<file path="config.mk">
export PLATFORM = sky130hd
export DESIGN_NAME = etime_ctrl_seq
export DESIGN_NICKNAME = d
export VERILOG_FILES = /design/src/rtl/etseq_pkg.sv /design/src/rtl/et_counter.sv /design/src/rtl/slot_decoder.sv /design/src/rtl/strobe_guard.sv /design/src/rtl/seq_unit.sv /design/src/rtl/etime_ctrl_seq.sv
export SDC_FILE = /design/constraint.sdc
export NUM_CORES = 1
export LEC_CHECK = 0
export ABC_AREA = 1
export BUFFER_PORTS_ARGS = -buffer_cell sky130_fd_sc_hd__buf_2
export CORE_AREA = 3 3 40 42
export CTS_CLUSTER_DIAMETER = 120
export CTS_CLUSTER_SIZE = 25
export DETAILED_ROUTE_END_ITERATION = 8
export DIE_AREA = 0 0 43 45
export GPL_TIMING_DRIVEN = 0
export HOLD_SLACK_MARGIN = 0.12
export MAX_ROUTING_LAYER = met4
export PLACE_DENSITY = 0.35
export SYNTH_ARGS = -nofsm -noshare
export SYNTH_HDL_FRONTEND = slang
export SYNTH_HIERARCHICAL = 1
export SYNTH_SLANG_ARGS = --single-unit
</file>
<file path="constraint.sdc">
create_clock -name clk -period 1.1 [get_ports clk]
set_input_delay 0 -clock clk [delete_from_list [all_inputs] [get_ports clk]]
set_output_delay 0 -clock clk [all_outputs]
set_load 0.01 [all_outputs]
</file>
<file path="src/rtl/etseq_pkg.sv">
package etseq_pkg;
  // Slot names in counter order; the ordering is the encoding of R3.
  typedef enum logic [1:0] {
    SLOT_T1 = 2'd0,
    SLOT_T2 = 2'd1,
    SLOT_T3 = 2'd2,
    SLOT_T4 = 2'd3
  } slot_e;

  localparam int SEQ_MOVE = 0;
  localparam int SEQ_READ = 1;

  // Bit i of a mask selects slot T(i+1).
  function automatic logic [3:0] slot_span(input int first, input int last);
    logic [3:0] m;
    m = '0;
    for (int i = 0; i < 4; i++) begin
      if (i >= first && i <= last) m[i] = 1'b1;
    end
    return m;
  endfunction
endpackage

</file>
<file path="src/rtl/et_counter.sv">
module et_counter #(
  parameter int ET_W = 2
) (
  input  logic            clk,
  input  logic            rst,
  output logic [ET_W-1:0] cnt
);
  always_ff @(posedge clk) begin
    if (rst) cnt <= '0;
    else     cnt <= cnt + 1'b1;
  end

  a_r1_count_step: assert property (@(posedge clk) disable iff (rst)
    1'b1 |=> cnt == ET_W'($past(cnt) + 1'b1));

  a_r2_reset_t1: assert property (@(posedge clk)
    rst |=> cnt == '0);
endmodule

</file>
<file path="src/rtl/slot_decoder.sv">
module slot_decoder #(
  parameter int ET_W  = 2,
  localparam int SLOTS = 1 << ET_W
) (
  input  logic             clk,
  input  logic             rst,
  input  logic [ET_W-1:0]  et,
  output logic [SLOTS-1:0] slot
);
  genvar g;
  generate
    for (g = 0; g < SLOTS; g++) begin : g_prod
      assign slot[g] = (et == ET_W'(g));
    end
  endgenerate

  a_r3_one_slot: assert property (@(posedge clk) disable iff (rst)
    $countones(slot) == 1 && slot[et]);
endmodule

</file>
<file path="src/rtl/strobe_guard.sv">
module strobe_guard #(
  parameter int NSEQ = 2
) (
  input  logic            clk,
  input  logic            rst,
  input  logic [NSEQ-1:0] go,
  output logic [NSEQ-1:0] en,
  output logic            clash
);
  always_comb begin
    clash = ($countones(go) > 1);
    en    = clash ? '0 : go;
  end

  a_r8_enable_onehot: assert property (@(posedge clk) disable iff (rst)
    $onehot0(en));
  a_r7_enable_needs_go: assert property (@(posedge clk) disable iff (rst)
    (en & ~go) == '0);
endmodule

</file>
<file path="src/rtl/seq_unit.sv">
module seq_unit #(
  parameter int NOUT  = 2,
  parameter int SLOTS = 4,
  parameter logic [NOUT*SLOTS-1:0] MASKS = '0
) (
  input  logic             clk,
  input  logic             rst,
  input  logic [SLOTS-1:0] slot,
  input  logic             en,
  output logic [NOUT-1:0]  ctl_n
);
  genvar g;
  generate
    for (g = 0; g < NOUT; g++) begin : g_sum
      localparam logic [SLOTS-1:0] SEL = MASKS[g*SLOTS +: SLOTS];
      assign ctl_n[g] = ~(en & |(slot & SEL));
    end
  endgenerate

  a_r7_idle_released: assert property (@(posedge clk) disable iff (rst)
    !en |-> &ctl_n);
endmodule

</file>
<file path="src/rtl/etime_ctrl_seq.sv">
module etime_ctrl_seq #(
  parameter int ET_W = 2
) (
  input  logic            clk,
  input  logic            rst,
  input  logic            mv_go,
  input  logic            rd_go,
  output logic [ET_W-1:0] et,
  output logic            mv_src_drv_n,
  output logic            mv_dst_ld_n,
  output logic            rd_ptr_addr_n,
  output logic            rd_mem_rd_n,
  output logic            rd_dst_ld_n,
  output logic            strobe_clash
);
  import etseq_pkg::*;

  localparam int SLOTS = 1 << ET_W;
  localparam int NSEQ  = 2;

  // Move: out0 = source drive (T1..T2), out1 = destination load (T2).
  localparam logic [2*SLOTS-1:0] MV_MASKS =
    {SLOTS'(slot_span(1, 1)), SLOTS'(slot_span(0, 1))};
  // Read: out0 = pointer address (T1..T3), out1 = memory read (T2..T3),
  //       out2 = destination load (T3).
  localparam logic [3*SLOTS-1:0] RD_MASKS =
    {SLOTS'(slot_span(2, 2)), SLOTS'(slot_span(1, 2)), SLOTS'(slot_span(0, 2))};

  logic [SLOTS-1:0] slot;
  logic [NSEQ-1:0]  go, en;
  logic [1:0]       mv_ctl_n;
  logic [2:0]       rd_ctl_n;

  et_counter #(.ET_W(ET_W)) u_cnt (.clk(clk), .rst(rst), .cnt(et));

  slot_decoder #(.ET_W(ET_W)) u_dec (
    .clk(clk), .rst(rst), .et(et), .slot(slot));

  assign go[SEQ_MOVE] = mv_go;
  assign go[SEQ_READ] = rd_go;

  strobe_guard #(.NSEQ(NSEQ)) u_guard (
    .clk(clk), .rst(rst), .go(go), .en(en), .clash(strobe_clash));

  seq_unit #(.NOUT(2), .SLOTS(SLOTS), .MASKS(MV_MASKS)) u_mv (
    .clk(clk), .rst(rst), .slot(slot), .en(en[SEQ_MOVE]), .ctl_n(mv_ctl_n));

  seq_unit #(.NOUT(3), .SLOTS(SLOTS), .MASKS(RD_MASKS)) u_rd (
    .clk(clk), .rst(rst), .slot(slot), .en(en[SEQ_READ]), .ctl_n(rd_ctl_n));

  assign mv_src_drv_n  = mv_ctl_n[0];
  assign mv_dst_ld_n   = mv_ctl_n[1];
  assign rd_ptr_addr_n = rd_ctl_n[0];
  assign rd_mem_rd_n   = rd_ctl_n[1];
  assign rd_dst_ld_n   = rd_ctl_n[2];

  a_r4_read_nesting: assert property (@(posedge clk) disable iff (rst)
    (!rd_mem_rd_n |-> !rd_ptr_addr_n) and (!rd_dst_ld_n |-> !rd_mem_rd_n));

  a_r5_move_load_inside_drive: assert property (@(posedge clk) disable iff (rst)
    !mv_dst_ld_n |-> !mv_src_drv_n);

  a_r8_clash_quiet: assert property (@(posedge clk) disable iff (rst)
    strobe_clash |-> (mv_src_drv_n && mv_dst_ld_n && rd_ptr_addr_n &&
                      rd_mem_rd_n && rd_dst_ld_n));

  a_r6_no_cross_drive: assert property (@(posedge clk) disable iff (rst)
    !(!mv_src_drv_n && !rd_ptr_addr_n));
endmodule

</file>
; Word level (Yosys, flattened, before mapping)
; Cells that the tools add are included.
[totals]
reg_bits = 2
ram_bits = 0
latch_bits = 0
rom_bits = 0
out_inout_bits = 8
n_memories = 0
[classes]
n_reduce_logical = 4
n_mux = 1
n_eq_ne = 2
bitwise = 10
n_mul = 0
addsub = 2
shift = 0
magnitude_cmp = 1
div_mod_pow = 0
[ops]
columns = cell, n
row1 = "32-bit by 2-bit > comparator with 1-bit output, second input constant", 1
row2 = 1-bit AND, 5
row3 = 1-bit NOT, 5
row4 = 2-bit OR reduction, 2
row5 = 3-bit OR reduction, 1
row6 = 1-bit by 1-bit adder with 2-bit output, 1
row7 = "2-bit by 1-bit adder with 2-bit output, second input constant", 1
row8 = "2-bit by 1-bit == test with 1-bit output, second input constant", 1
row9 = "2-bit == test, second input constant", 1
row10 = 2-bit zero test, 1
row11 = 2-bit two-way mux, 1

; Longest topological paths before layout
[logic_depth]
depth_word = 5
mapped_depth = 5
depth_no_buf = 5

; Hierarchy
; Netlist, hierarchy kept.
[by_module_without_submodules]
columns = mod, area_each_um2, n_inst, cells_per_inst
row1 = et_counter, 62.6, 1, 8
row2 = slot_decoder, 26.3, 1, 7
row3 = seq_unit (u_rd), 23.8, 1, 6
row4 = strobe_guard, 22.5, 1, 6
row5 = seq_unit (u_mv), 8.8, 1, 2

; Least setup slack after synthesis
; OpenSTA, ideal clock, no wires.
[synth_path]
path_kind = reg-to-output
from = register u_cnt.cnt[0]
to = output rd_ptr_addr_n
slack_ns = 0.223
stages_incl_launch_ff = 6
t_required_ns = 1.100
arrival_time_ns = 0.877
path_cell_list = dfxtp_1 > inv_1 > nor2_1 > nor2_1 > nand2_1 > nand2_1
[synth_between]
elab_chain_cells = 4
[synth_rtl]
columns = element, line
row1 = start: declaration, et_counter.sv:6  ; output logic [ET_W-1:0] cnt
row2 = start signal: assignment, et_counter.sv:10  ; else cnt <= cnt + 1'b1;
row3 = 2-bit by 1-bit == test with 1-bit output, slot_decoder.sv:13  ; assign slot[g] = (et == ET_W'(g));
row4 = named net slot[1], etime_ctrl_seq.sv:29  ; logic [SLOTS-1:0] slot;
row5 = 3-bit OR reduction, seq_unit.sv:16  ; assign ctl_n[g] = ~(en & |(slot & SEL));
row6 = 1-bit AND, seq_unit.sv:16
row7 = 1-bit NOT, seq_unit.sv:16
row8 = end: declaration, etime_ctrl_seq.sv:11  ; output logic rd_ptr_addr_n,
; The timed path passes the listed nets, and every way through them passes these cells.

; Final worst setup path
; Same ends and word-level chain as after synthesis.

==> results.cfg <==
[outcome]
status = finished clean

[worst_setup_path]
cp_slowest_stage_delay_ns = 0.38
crit_path_top_delay_cell = dfxtp_4
worstSetupStartpoint = u_cnt/cnt[0]
crit_chain = inv_4 -> nor2_4 -> nor2_1 -> nand2_1 -> nand2_1 -> buf_2
end_kind = output pin
reg2regPathDepth = 3
cp.arrival_ns = 1.04
reg2reg_to = u_cnt/cnt[1]
cp.depth = 6
cp-start-kind = flip-flop
cpMostUsedCell = nand2_1
path_delay_family = flip-flops
crit_buf_inv = 2
endpoint = rd_ptr_addr_n
cp.required_ns = 1.10
r2r_slack_ns = 0.46
reg2reg_from = u_cnt/cnt[0]
path_class = flip-flop to output pin
path_max_fanout = 7

[floorplan]
io_pins = 12
rows = 13
die_w_um = 43
die-area_um2 = 1940
initial_core_util = 0.106
core_um2 = 1280
fp.dieH_um = 45

[clocking]
clk_pin_slew_worst_paths_ns = 0.03
clock_latency_ns = 0.22
htree_num_levels = 1
clock-sinks = 2
post_cts_buffers = 0
tritoncts = done
cts_max_path_buffers = 2
cts-root-buf = clkbuf_4
cts_buffers = 3

[drt]
wire_per_inst_um = 6.95
drtIter0Drc = 0
ant_nets = 0
routed_wl_um = 396
via_per_inst = 3.30
drc = 0
via_count = 188
first_pass_iters = 1

[placed_design]
gp_congestion = 0.630
port_buffers = 11
dp.cells = 53
placed_area_um2 = 210

[power]
p_int_w = 0.000231
swShare = 0.282
powerDensity_nw_per_um2 = 1220
p_comb_frac = 0.220
p_switching_w = 0.0000908
total_power_w = 0.000322
vdd_ir_drop_max_uv = 391
leakagePower_nw = 0.137
power_frac_clock = 0.495
seqPwrFrac = 0.285

[final_layout]
stdcell_area_um2 = 263
drive_gt1_frac = 0.476
area_growth_pct = 92.7
largest_register_ffs = 2
finalNetCount = 48
regMostFlops = u_cnt/cnt
diodes = 0
post_layout_nonfiller_instances = 57
reg_top3 = u_cnt/cnt (2)
final_util = 0.204
nFillCells = 147

[timing]
fin_skew_ns = 0.00137
setup_viol = 0
fmax_mhz = 961
worstMarginPinSlew_ns = 0.178
drv_slew = 0
slew_headroom = 0.881
hold_viol = 0
fin_crit_ns = 1.04
rsz0062_at_grt = true
period_share = 0.946

[synth]
synth_fp_nets = 31
synthCells = 27
yosysWarnings = 6
avgSynthCellArea_um2 = 5.05
syn_area_um2 = 136

[global_route]
track_usage = 0.0557
first_global_vias = 177
grt_max_degree = 8
grt_pass1_wl_um = 676
antenna_found_initial = 0
grt_remaining_overflow = 0

[worst_hold_path]
min_path_type = primary input to output pin

[job]
cap_violations = 0
[metrics by stage]
stage / setup slack, ns / TNS (ns) / hold WS, ns
global route: -0.0261 / -0.0261 / 0.333
CTS: 0.0137 / 0 / 0.296
finish: 0.0599 / 0 / 0.297
detailed placement: 0.0914 / 0 / 0.171
floorplan: 0.242 / 0 / 0.0667
global placement: 0.0849 / 0 / 0.172
[how the worst min path moves through the flow]
stage                        end  cells after the start  startpoint  slack, ns
floorplan           u_cnt/cnt[0]                      1         rst       0.07
global placement    u_cnt/cnt[0]                      2         rst       0.17
detailed placement  u_cnt/cnt[0]                      2         rst       0.17
CTS                 strobe_clash                      4       mv_go       0.30
global route        strobe_clash                      4       rd_go       0.33
finish              strobe_clash                      4       mv_go       0.30
[placed cells by master, fill, tap and decap left out, drive strengths merged]
master	instances
nor2	9
buf	11
inv	7
nand2	7
dlygate4sd3	1
clkbuf	3
o21ai	2
dfxtp	2
[tightest hold or removal path, stage by stage]
cell and delay (ns):
buf_2 0.10, nand2_1 0.04, inv_1 0.04, buf_2 0.11
[power groups by stage]
stage | clock network, W | logic, W | registers, W
6_report | 0.000159 | 0.0000707 | 0.0000917
3_3_place_gp | 0 | 0.0000639 | 0.0000890
3_5_place_dp | 0 | 0.0000638 | 0.0000893
5_1_grt | 0.000185 | 0.0000798 | 0.0000936
2_1_floorplan | 0 | 0.0000345 | 0.0000900
4_1_cts | 0.000169 | 0.0000708 | 0.0000907
[timing repair]
item / in CTS / in global routing
gates resized for setup: 6 / 4
pin swaps: 0 / 2
setup endpoints to repair: 4 / 1
endpoints found under the hold margin: 2 / 0
hold buffers: 1 / 0
gates cloned: 0 / 0
[layout make-up]
class / instances / area [um2] / share of cell area
Tap cell: 15 / 18.8 / 0.0714
Timing Repair Buffer: 12 / 65.1 / 0.248
Clock buffer: 3 / 22.5 / 0.0857
Sequential cell: 2 / 47.5 / 0.181
Multi-Input combinational cell: 18 / 80.1 / 0.305
Inverter: 7 / 28.8 / 0.110
[layer usage]
layer | vias to the layer above | global-route usage | routed length [um]
li1 | 109 | - | -
met1 | 71 | 0.0408 | 167
met2 | 8 | 0.0749 | 190
met3 | 0 | 0.0438 | 39
met4 | 0 | 0.0723 | 0
met5 | - | - | 0
Note: power is estimated with default switching activity, not from simulation.
